<file path="src/rtl/rstsrc_pkg.sv">
package rstsrc_pkg;
   localparam int unsigned NCAUSE = 5;
   localparam int unsigned C_POR   = 0;
   localparam int unsigned C_HSTBY = 1;
   localparam int unsigned C_WDT   = 2;
   localparam int unsigned C_EXT   = 3;
   localparam int unsigned C_SW    = 4;
   localparam int unsigned CS_W    = 2;

   typedef enum logic [1:0] {
      ST_RUN  = 2'd0,
      ST_HOLD = 2'd1,
      ST_WAIT = 2'd2
   } rst_state_e;

   function automatic int unsigned max2(input int unsigned a, input int unsigned b);
      return (a > b) ? a : b;
   endfunction
endpackage

</file>
<file path="src/rtl/rstsrc_sync.sv">
module rstsrc_sync #(
   parameter int unsigned STAGES  = 2,
   parameter bit          RST_VAL = 1'b0
) (
   input  logic clk,
   input  logic arst_n,
   input  logic d,
   output logic q
);
   logic [STAGES-1:0] sh;

   for (genvar i = 0; i < STAGES; i++) begin : g_stage
      if (i == 0) begin : g_first
         always_ff @(posedge clk or negedge arst_n) begin
            if (!arst_n) sh[0] <= RST_VAL;
            else         sh[0] <= d;
         end
      end else begin : g_next
         always_ff @(posedge clk or negedge arst_n) begin
            if (!arst_n) sh[i] <= RST_VAL;
            else         sh[i] <= sh[i-1];
         end
      end
   end

   assign q = sh[STAGES-1];
endmodule

</file>
<file path="src/rtl/rstsrc_waitctr.sv">
module rstsrc_waitctr #(
   parameter int unsigned CW  = 18,
   parameter int unsigned LGW = 5
) (
   input  logic           clk,
   input  logic           arst_n,
   input  logic           clear,
   input  logic           en,
   input  logic [LGW-1:0] lg,
   output logic           done
);
   logic [CW-1:0] cnt;
   logic [CW:0]   lim;

   always_comb lim = ((CW+1)'(1) << lg) - (CW+1)'(1);

   always_ff @(posedge clk or negedge arst_n) begin
      if (!arst_n)    cnt <= '0;
      else if (clear) cnt <= '0;
      else if (en)    cnt <= cnt + 1'b1;
   end

   assign done = ({1'b0, cnt} == lim);
endmodule

</file>
<file path="src/rtl/rstsrc_flags.sv">
module rstsrc_flags #(
   parameter int unsigned      N       = 5,
   parameter logic [N-1:0]     RST_VAL = '0
) (
   input  logic         clk,
   input  logic         arst_n,
   input  logic [N-1:0] set,
   input  logic         clr,
   output logic [N-1:0] q
);
   always_ff @(posedge clk or negedge arst_n) begin
      if (!arst_n) q <= RST_VAL;
      else         q <= (clr ? '0 : q) | set;
   end
endmodule

</file>
<file path="src/rtl/rstsrc_ctrl.sv">
module rstsrc_ctrl
   import rstsrc_pkg::*;
#(
   parameter int unsigned POR_LOG2       = 18,
   parameter int unsigned WAIT_BASE_LOG2 = 12,
   parameter int unsigned WAIT_STEP_LOG2 = 2,
   parameter int unsigned SYNC_STAGES    = 2
) (
   input  logic        clk,
   input  logic        por_n,
   input  logic        hstby_n,
   input  logic        ext_rst_n,
   input  logic        wdt_ovf,
   input  logic        sw_rst_req,
   input  logic        in_stop,
   input  logic        cs_wr,
   input  logic [1:0]  cs_wdata,
   input  logic        cause_rd,
   input  logic        bus_rd_req,
   input  logic        bus_wr_req,
   output logic        sys_rst,
   output logic [4:0]  cause_flags,
   output logic [1:0]  cs_sel,
   output logic        clk_wdt_revert,
   output logic        bus_rd,
   output logic        bus_wr
);
   localparam int unsigned SEL_MAX_LOG2 = WAIT_BASE_LOG2 + WAIT_STEP_LOG2 * 3;
   localparam int unsigned CW  = max2(POR_LOG2, SEL_MAX_LOG2);
   localparam int unsigned LGW = $clog2(CW + 1);
   localparam logic [NCAUSE-1:0] FLAG_POR = NCAUSE'(1) << C_POR;

   if (SYNC_STAGES < 2) begin : g_bad_sync
      $error("SYNC_STAGES must be at least 2");
   end
   if (POR_LOG2 < 1 || POR_LOG2 > 30) begin : g_bad_por
      $error("POR_LOG2 out of range 1..30");
   end
   if (WAIT_BASE_LOG2 < 1 || SEL_MAX_LOG2 > 30) begin : g_bad_sel
      $error("selectable wait exponents out of range 1..30");
   end

   // reset release synchronizer: asynchronous assert, clocked deassert
   logic rst_n_i;
   rstsrc_sync #(.STAGES(SYNC_STAGES), .RST_VAL(1'b0)) u_por_sync (
      .clk(clk), .arst_n(por_n), .d(1'b1), .q(rst_n_i)
   );

   logic ext_s, hs_s;
   rstsrc_sync #(.STAGES(SYNC_STAGES), .RST_VAL(1'b1)) u_ext_sync (
      .clk(clk), .arst_n(rst_n_i), .d(ext_rst_n), .q(ext_s)
   );
   rstsrc_sync #(.STAGES(SYNC_STAGES), .RST_VAL(1'b1)) u_hs_sync (
      .clk(clk), .arst_n(rst_n_i), .d(hstby_n), .q(hs_s)
   );

   logic hs_prev;
   always_ff @(posedge clk or negedge rst_n_i) begin
      if (!rst_n_i) hs_prev <= 1'b1;
      else          hs_prev <= hs_s;
   end

   logic ext_low, hs_low, hs_rel, level_act, pulse_act, trig;
   logic new_heavy, new_wait;
   always_comb begin
      ext_low   = ~ext_s;
      hs_low    = ~hs_s;
      hs_rel    = hs_s & ~hs_prev;
      level_act = ext_low | hs_low;
      pulse_act = wdt_ovf | sw_rst_req | hs_rel;
      trig      = level_act | pulse_act;
      new_heavy = wdt_ovf | hs_rel | hs_low;
      new_wait  = new_heavy | in_stop;
   end

   // state registers
   rst_state_e state_q, state_d;
   logic rst_q, rst_d, heavy_q, heavy_d, wait_q, wait_d, por_q, por_d;
   logic [1:0] cs_q;
   logic ctr_clr, ctr_en, ctr_done;
   logic [LGW-1:0] lg_sel;

   always_comb begin
      if (por_q) lg_sel = LGW'(POR_LOG2);
      else       lg_sel = LGW'(WAIT_BASE_LOG2 + WAIT_STEP_LOG2 * int'(cs_q));
   end

   always_comb begin
      state_d = state_q;
      rst_d   = rst_q;
      heavy_d = heavy_q;
      wait_d  = wait_q;
      por_d   = por_q;
      ctr_clr = 1'b0;
      ctr_en  = 1'b0;
      if (trig) begin
         state_d = ST_HOLD;
         rst_d   = 1'b1;
         if (state_q == ST_RUN) begin
            heavy_d = new_heavy;
            wait_d  = new_wait;
            por_d   = 1'b0;
         end else begin
            heavy_d = heavy_q | new_heavy;
            wait_d  = wait_q | new_wait;
         end
      end else begin
         unique case (state_q)
            ST_HOLD: begin
               if (wait_q) begin
                  state_d = ST_WAIT;
                  ctr_clr = 1'b1;
               end else begin
                  state_d = ST_RUN;
                  rst_d   = 1'b0;
               end
            end
            ST_WAIT: begin
               if (ctr_done) begin
                  state_d = ST_RUN;
                  rst_d   = 1'b0;
               end else begin
                  ctr_en = 1'b1;
               end
            end
            default: ;
         endcase
      end
   end

   always_ff @(posedge clk or negedge rst_n_i) begin
      if (!rst_n_i) begin
         state_q <= ST_WAIT;
         rst_q   <= 1'b1;
         heavy_q <= 1'b1;
         wait_q  <= 1'b1;
         por_q   <= 1'b1;
      end else begin
         state_q <= state_d;
         rst_q   <= rst_d;
         heavy_q <= heavy_d;
         wait_q  <= wait_d;
         por_q   <= por_d;
      end
   end

   always_ff @(posedge clk or negedge rst_n_i) begin
      if (!rst_n_i)             cs_q <= 2'd3;
      else if (cs_wr && !rst_q) cs_q <= cs_wdata;
   end

   rstsrc_waitctr #(.CW(CW), .LGW(LGW)) u_ctr (
      .clk(clk), .arst_n(rst_n_i), .clear(ctr_clr), .en(ctr_en),
      .lg(lg_sel), .done(ctr_done)
   );

   logic [NCAUSE-1:0] flag_set;
   always_comb begin
      flag_set          = '0;
      flag_set[C_HSTBY] = hs_rel;
      flag_set[C_WDT]   = wdt_ovf;
      flag_set[C_EXT]   = ext_low;
      flag_set[C_SW]    = sw_rst_req;
   end

   rstsrc_flags #(.N(NCAUSE), .RST_VAL(FLAG_POR)) u_flags (
      .clk(clk), .arst_n(rst_n_i), .set(flag_set), .clr(cause_rd),
      .q(cause_flags)
   );

   assign sys_rst        = rst_q;
   assign cs_sel         = cs_q;
   assign clk_wdt_revert = rst_q & heavy_q;
   assign bus_rd         = bus_rd_req & ~rst_q;
   assign bus_wr         = bus_wr_req & ~rst_q;
endmodule

</file>
<file path="config.mk">
export PLATFORM = sky130hd
export DESIGN_NAME = rstsrc_ctrl
export DESIGN_NICKNAME = d
export VERILOG_FILES = /design/src/rtl/rstsrc_pkg.sv /design/src/rtl/rstsrc_sync.sv /design/src/rtl/rstsrc_waitctr.sv /design/src/rtl/rstsrc_flags.sv /design/src/rtl/rstsrc_ctrl.sv
export SDC_FILE = /design/constraint.sdc
export NUM_CORES = 1
export LEC_CHECK = 0
export ABC_AREA = 1
export BUFFER_PORTS_ARGS = -buffer_cell sky130_fd_sc_hd__buf_2
export CORE_MARGIN = 2
export CORE_UTILIZATION = 60
export CTS_BUF_LIST = sky130_fd_sc_hd__clkbuf_4 sky130_fd_sc_hd__clkbuf_8
export DETAILED_ROUTE_END_ITERATION = 10
export MAX_ROUTING_LAYER = met4
export PLACE_DENSITY = 0.84
export SLEW_MARGIN = 20
export SYNTH_ARGS = -nofsm -noshare
export SYNTH_HDL_FRONTEND = slang
export SYNTH_HIERARCHICAL = 1
export SYNTH_SLANG_ARGS = --single-unit
</file>
<file path="constraint.sdc">
create_clock -name clk -period 2.8 [get_ports clk]
set_input_delay 0.14 -clock clk [delete_from_list [all_inputs] [get_ports clk]]
set_output_delay 0.14 -clock clk [all_outputs]
set_load 0.02 [all_outputs]
</file>
==> insert_results.sql, run 1 <==
INSERT INTO impl_metrics (metric_group, metric, value, unit) VALUES
('sta', 'finalSetupViolations', '15', ''),
('setup_path', 'cp.required', '3.01', 'ns'),
('sta', 'worst-slew-pin-transition', '0.673', 'ns'),
('floorplanning', 'std_cell_rows', '25', ''),
('route', 'drt_iter0_markers', '242', ''),
('sta', 'timing.clock.skew', '0.00213', 'ns'),
('worst_hold_path', 'worst_min_delay_path_endpoint', 'cs_sel[1]', ''),
('global_routing', 'grt_max_degree', '21', ''),
('setup_path', 'worst_ep_arrival_time', '3.22', 'ns'),
('setup_path', 'crit_path_end_kind', 'flop', ''),
('clock_network', 'num_clock_sinks', '38', ''),
('setup_path', 'crit_path_max_fanout', '6', ''),
('synth', 'synth_fa_ha_area_share', '0.882', '%'),
('floorplanning', 'die-height', '72.8', 'um'),
('final_layout', 'final_nets', '482', ''),
('final_layout', 'commonest_non_fill_non_tap_cell_in_the_layout', 'nand2_1', ''),
('power_and_ir_drop', 'post-layout-total-power', '2030', 'uW'),
('power_and_ir_drop', 'power.static_leakage', '0.00183', 'uW'),
('global_routing', 'initial_antenna_violation_count', '0', ''),
('setup_path', 'worstRegToRegCells', '23', ''),
('route', 'via_per_inst', '5.63', ''),
('clock_network', 'tritoncts_clock_tree', 'done', ''),
('floorplanning', 'die-area', '5300', 'um^2'),
('synth', 'ys_seq_area_share', '34.1', '%'),
('sta', 'timing.final.crit_share', '107', '%'),
('final_layout', 'post_route_cells_drive_above_1_share', '35.3', '%'),
('route', 'routed-via-count', '2938', ''),
('sta', 'final.setup.worst_slack', '-0.208', 'ns'),
('synth', 'async_flop_share', '100', '%'),
('setup_path', 'worstReg2RegStart', 'por_q', ''),
('power_and_ir_drop', 'cellInternalPower', '1290', 'uW'),
('synth', 'synth_cell_type_count', '40', ''),
('synth', 'synth_top_cells_by_area', 'dfrtp_1 (22%), nand2_1 (14%), dfstp_2 (12%), inv_1 (8.1%), nor2_1 (5.7%)', ''),
('floorplanning', 'starting_utilization_of_the_core_area', '61.3', '%'),
('global_routing', 'gr-usage-all-layers', '31.6', '%'),
('worst_hold_path', 'hold_path_startpoint', 'cs_wdata[1]', ''),
('place', 'pre_cts_ws', '-0.170', 'ns'),
('route', 'total_wire_length_after_detailed_routing', '7.92', 'mm'),
('run_status', 'result_of_the_run', 'complete, but fails checks', ''),
('sta', 'drv_slew', '0', ''),
('setup_path', 'critPathMaxStageDelay', '0.57', 'ns'),
('clock_network', 'cts_root_buffer', 'clkbuf_8', ''),
('synth', 'synth_edf_count', '0', ''),
('power_and_ir_drop', 'power_frac_comb', '40.0', '%'),
('clock_network', 'cts_max_level', '2', ''),
('synth', 'avgSynthCellArea', '7.09', 'um^2'),
('synth', 'synth-warning-count', '6', ''),
('power_and_ir_drop', 'vdd.ir_drop.worst', '0.517', 'mV'),
('power_and_ir_drop', 'seq_power_share', '32.3', '%'),
('place', 'dpl.hpwl', '5.52', 'mm'),
('route', 'ant_nets', '0', ''),
('sta', 'timing.max_slew.rel_slack', '55.2', '%'),
('setup_path', 'regToRegSetupSlack', '-0.21', 'ns'),
('synth', 'synth.cell_area', '2840', 'um^2'),
('global_routing', 'globalRouteOverflowTotal', '0', ''),
('floorplanning', 'top_level_ports', '24', ''),
('clock_network', 'clk_transition_reported_paths', '0.08', 'ns'),
('setup_path', 'timing.setup.critical_path_class', 'flop to flop', ''),
('final_layout', 'final_cell_mix', 'nand2_1 (95), inv_1 (57), nor2_1 (36)', ''),
('setup_path', 'r2r-end', 'u_ctr/cnt[11]', ''),
('worst_hold_path', 'worst_hold_path.num_cells', '2', ''),
('clock_network', 'inserted_clock_buffers', '5', ''),
('run_status', 'violated_checks', 'setup timing', ''),
('setup_path', 'start_kind', 'flop', ''),
('floorplanning', 'floorplan.die.width', '72.8', 'um'),
('power_and_ir_drop', 'switchingPower', '747', 'uW'),
('place', 'numPortBuffers', '23', ''),
('floorplanning', 'core_area', '4630', 'um^2'),
('clock_network', 'clockBufferDepth', '2', ''),
('final_layout', 'post-route-util', '78.6', '%'),
('synth', 'synth_top_area_share', '22.0', '%');
==> cell families after synthesis <==
logic type | after synthesis
fa+ha+maj | 2
buf+inv | 76
mux | 2
flops | 38
xor+xnor | 6
compound gates | 36
other cells | 2
simple gates | 238
==> routing by layer <==
layer  routed length, um  vias up  part of all wire [%]  GRT usage, %
met2                4050      147                    51          55.7
met3                 538       26                   6.8          5.25
met1                3170     1365                    40          36.1
li1                    -     1400                     -             -
met4                 162        0                   2.0          11.1
met5                   0        -                     0             -
==> critical path: cells and delay by family, from the launching register on <==
family                     cells  cell delay [ns]
and+or+nand+nor               16             1.41
AOI/OAI and AO/OA              2             0.28
DFF                            1             0.57
adders and majority gates      1             0.27
buffers and inverters          4             0.39
==> power groups by stage <==
stage | Combinational, uW | Clock, uW | Sequential [uW]
after floorplan | 512 | 0 | 666
after global placement | 694 | 0 | 657
after detailed placement | 711 | 0 | 660
after CTS | 780 | 571 | 651
after global routing | 883 | 601 | 662
final | 812 | 563 | 656
==> flip-flops by register name, indices dropped and copies added, names as in the netlist, 2 cells and up <==
name	cells
state_q	2
cs_sel	2
u_flags/q	5
u_ctr/cnt	18
==> worst max-delay path by stage <==
| stage | depth (start not counted) | to | startpoint | slack (ns) |
|---|---|---|---|---|
| final | 23 | u_ctr/cnt[11] | por_q | -0.21 |
| after global routing | 24 | u_ctr/cnt[9] | cs_sel[1] | -0.44 |
| after global placement | 23 | u_ctr/cnt[9] | por_q | -0.07 |
| after detailed placement | 21 | u_ctr/cnt[12] | por_q | -0.17 |
| after floorplan | 27 | u_ctr/cnt[9] | cs_sel[1] | -0.32 |
| after CTS | 23 | u_ctr/cnt[9] | por_q | -0.11 |
==> repair_timing <==
action                                  CTS  global route
endpoints found under the hold margin     4             0
buffers inserted                         11             3
gates resized for setup                  22            19
hold buffers                              3             0
endpoints found under the setup margin   15            19
pin swaps                                23             6
==> layout make-up <==
| class | instances | area (um^2) |
|---|---|---|
| Timing Repair Buffer | 67 | 475 |
| Inverter | 68 | 263 |
| Tap cell | 54 | 67.6 |
| Fill cell | 309 | 988 |
| Sequential cell | 38 | 967 |
| Multi-Input combinational cell | 287 | 1730 |
| Clock inverter | 3 | 68.8 |
| Clock buffer | 5 | 68.8 |
==> Yosys cell counts (2+ instances only) <==
master and number:
nand2_2 8, conb_1 2, a21oi_1 11, buf_6 5
nand3_1 30, nand3b_1 2, nor4_1 4, ha_1 2
inv_1 61, o21ai_0 16, clkbuf_1 2, nor2_4 6
dfrtp_1 25, or2_2 2, mux2_2 2, nor2_8 2
nor2_1 43, xor2_1 6, inv_2 5, nand3_2 7
nor3_1 8, nor2_2 4, nand4_1 10, inv_4 2
nand3_4 4, a221oi_1 2, nand2_4 2, dfstp_2 13
nand2_1 103
==> through the flow <==
| step | area, um^2 | cells | setup TNS (ns) |
|---|---|---|---|
| 5_1_grt | 3640 | 522 | -6.25 |
| 2_1_floorplan | 2910 | 401 | -3.35 |
| 3_3_place_gp | 3220 | 497 | -0.380 |
| 3_5_place_dp | 3220 | 497 | -1.24 |
| 4_1_cts | 3550 | 519 | -0.757 |
| 6_report | 3640 | 522 | -1.93 |
No activity file was read; power rests on OpenSTA's default activity.
==> run 2: changes to the inputs <==
--- a/config.mk
+++ b/config.mk
@@ -12,4 +12,5 @@
 export CTS_BUF_LIST = sky130_fd_sc_hd__clkbuf_4 sky130_fd_sc_hd__clkbuf_8
 export DETAILED_ROUTE_END_ITERATION = 10
+export HOLD_SLACK_MARGIN = 0.1
 export MAX_ROUTING_LAYER = met4
 export PLACE_DENSITY = 0.84
==> constraint.sdc (replaced) <==
create_clock -name clk -period 2.8 [get_ports clk]
set_input_delay 0.56 -clock clk [delete_from_list [all_inputs] [get_ports clk]]
set_output_delay 0.56 -clock clk [all_outputs]
set_load 0.02 [all_outputs]
==> insert_results.sql, run 2 (synthesis results as in run 1) <==
INSERT INTO impl_metrics (metric_group, metric, value, unit) VALUES
('route', 'remaining_drc_errors', '0', ''),
('final_layout', 'largest_register_ff_count', '18', ''),
('route', 'drt_pre_antenna_iters', '5', ''),
('setup_path', 'worstPathCellList', 'or2_4 > buf_4 > inv_4 > nor2_8 > nand3_2 > nand3_4 > buf_4 > inv_1 > nand2_1 > nand3_1 > nor2_1 > nand4_1 > nor2_2 > nor3_2 > or2_4 > nand2_4 > inv_4 > nand2_4 > nor4_4 > o21ai_1 > a21oi_1', ''),
('global_routing', 'global_route_wire_length_before_repair', '11.9', 'mm'),
('floorplanning', 'die-height', '72.8', 'um'),
('final_layout', 'registers.top_by_ff_count', 'u_ctr/cnt', ''),
('setup_path', 'crit_path_end_kind', 'flop', ''),
('global_routing', 'gr-usage-all-layers', '29.8', '%'),
('sta', 'drv_slew', '0', ''),
('setup_path', 'timing.setup.critical_path_class', 'flop to flop', ''),
('floorplanning', 'floorplan.die.width', '72.8', 'um'),
('sta', 'finalHoldViolations', '0', ''),
('final_layout', 'largest_registers', 'u_ctr/cnt x18, u_flags/q x5', ''),
('global_routing', 'initial_antenna_violation_count', '0', ''),
('setup_path', 'cp.required', '2.96', 'ns'),
('place', 'numPortBuffers', '23', ''),
('clock_network', 'cts_max_level', '2', ''),
('power_and_ir_drop', 'power.static_leakage', '0.00185', 'uW'),
('setup_path', 'regToRegSetupSlack', '-0.18', 'ns'),
('clock_network', 'clockBufferDepth', '2', ''),
('global_routing', 'globalRouteOverflowTotal', '0', ''),
('sta', 'hold-worst-slack', '0.278', 'ns'),
('floorplanning', 'starting_utilization_of_the_core_area', '61.3', '%'),
('route', 'wl_per_cell', '14.4', 'um'),
('clock_network', 'inserted_clock_buffers', '5', ''),
('final_layout', 'post_route_cells_drive_above_1_share', '35.8', '%'),
('power_and_ir_drop', 'power_per_cell_area', '560', 'nW/um^2'),
('final_layout', 'antenna_cells', '0', ''),
('sta', 'rsz0062_at_grt', 'true', ''),
('final_layout', 'post-route-util', '77.9', '%'),
('route', 'via_per_inst', '5.57', ''),
('floorplanning', 'top_level_ports', '24', ''),
('final_layout', 'area_growth', '27.1', '%'),
('clock_network', 'clk-insertion-delay-late', '0.29', 'ns'),
('sta', 'timing.clock.skew', '0.00404', 'ns'),
('setup_path', 'worst_ep_arrival_time', '3.15', 'ns'),
('setup_path', 'start_kind', 'flop', ''),
('run_status', 'result_of_the_run', 'complete, but fails checks', ''),
('final_layout', 'layout.cell_area.non_filler', '3610', 'um^2'),
('floorplanning', 'std_cell_rows', '25', ''),
('final_layout', 'final_cell_mix', 'nand2_1 (95), inv_1 (57), nor2_1 (35)', ''),
('clock_network', 'tritoncts_clock_tree', 'done', ''),
('setup_path', 'timing.critical_path.slowest_stage_cell', 'dfstp_2', ''),
('route', 'total_wire_length_after_detailed_routing', '7.43', 'mm'),
('sta', 'timing.max_slew.rel_slack', '55.7', '%'),
('sta', 'final.setup.worst_slack', '-0.184', 'ns'),
('power_and_ir_drop', 'vdd.ir_drop.worst', '0.406', 'mV'),
('run_status', 'violated_checks', 'setup timing', ''),
('route', 'routed-via-count', '2868', ''),
('flow_run', 'count_of_max_cap_constraint_violations', '0', ''),
('route', 'drt_iter0_markers', '286', ''),
('clock_network', 'cts_root_buffer', 'clkbuf_8', ''),
('sta', 'period_needed', '2.98', 'ns'),
('clock_network', 'num_clock_sinks', '38', ''),
('sta', 'fmax', '335', 'MHz'),
('place', 'pre_cts_ws', '-0.214', 'ns'),
('setup_path', 'crit_path_max_fanout', '7', ''),
('floorplanning', 'core_area', '4630', 'um^2'),
('final_layout', 'final_nets', '475', ''),
('worst_hold_path', 'worstHoldPathType', 'flop to asynchronous set/reset pin', ''),
('final_layout', 'commonest_non_fill_non_tap_cell_in_the_layout', 'nand2_1', ''),
('place', 'dpl.hpwl', '5.34', 'mm'),
('route', 'ant_nets', '0', ''),
('sta', 'timing.final.crit_share', '107', '%'),
('sta', 'finalSetupViolations', '14', ''),
('global_routing', 'grt_max_degree', '21', ''),
('place', 'last_weighted_congestion_value_of_the_routability_driven_placer', '0.989', ''),
('place', 'placed_area', '3230', 'um^2'),
('clock_network', 'clk_transition_reported_paths', '0.08', 'ns'),
('setup_path', 'path_buf_inv', '5', ''),
('setup_path', 'critPathMaxStageDelay', '0.57', 'ns'),
('sta', 'worst-slew-pin-transition', '0.665', 'ns'),
('floorplanning', 'die-area', '5300', 'um^2'),
('setup_path', 'category_of_cells_accounting_for_the_largest_share_of_critical_path_delay', 'simple AND/OR/NAND/NOR gates', ''),
('global_routing', 'vias_in_the_first_global_route', '2663', '');
-- run 2: changes by cell type in the layout (fill, tap and decap cells not counted), moves of 2 or more --
| cell | change |
|---|---|
| a221oi_1 | -2 |
| a221oi_2 | +2 |
| buf_4 | -5 |
| dlygate4sd3_1 | -2 |
| nand2_2 | -2 |
| nand2_4 | +2 |
| nand3_4 | -2 |
| o21ai_1 | -4 |
| o21ai_2 | +4 |
-- run 2: worst paths after layout --
kind / cells past startpoint / start / endpoint
setup / recovery: 21 / por_q / u_ctr/cnt[10]
hold / removal: 0 / u_por_sync/q / u_flags/q[1]
setup reg to reg: 21 / por_q / u_ctr/cnt[10]
hold reg to reg: 0 / u_por_sync/q / u_flags/q[1]
max in group asynchronous: 1 / u_por_sync/q / state_q[1]
min in group clk: 0 / u_por_sync/sh[0] / u_por_sync/q
-- run 2: final cells by class --
cell class / instances / area (um^2)
Inverter: 68 / 263
Timing Repair Buffer: 60 / 418
Multi-Input combinational cell: 287 / 1750
Sequential cell: 38 / 967
Clock inverter: 3 / 68.8
Tap cell: 54 / 67.6
Clock buffer: 5 / 68.8
Fill cell: 324 / 1020
-- run 2: metrics by stage --
stage | setup TNS [ns] | power [uW] | instances
after floorplan | -3.35 | 1180 | 401
after global placement | -0.296 | 1350 | 498
after detailed placement | -1.64 | 1370 | 498
after CTS | -0.614 | 1990 | 514
after global routing | -5.38 | 2140 | 515
final | -1.52 | 2020 | 515
-- run 2: timing repair --
action                                  CTS  global route
pin swaps                                12             5
resized for setup                        27            20
hold buffers                              1             0
hold endpoints to repair                  2             0
setup buffers                             7             2
endpoints found under the setup margin   17            19
-- run 2: power breakdown --
part           leakage [uW]  internal [uW]  total, uW  switching [uW]
Combinational       0.00132            320        809             489
Sequential         0.000458            602        654            51.4
Clock             0.0000683            357        556             199
-- run 2: metal layers --
layer	up-vias	wire length [um]	global-route usage [%]
met1	1351	3150	37.2
met5	-	0	-
met4	0	160	9.67
met3	20	375	4.83
met2	104	3740	49.4
li1	1393	-	-
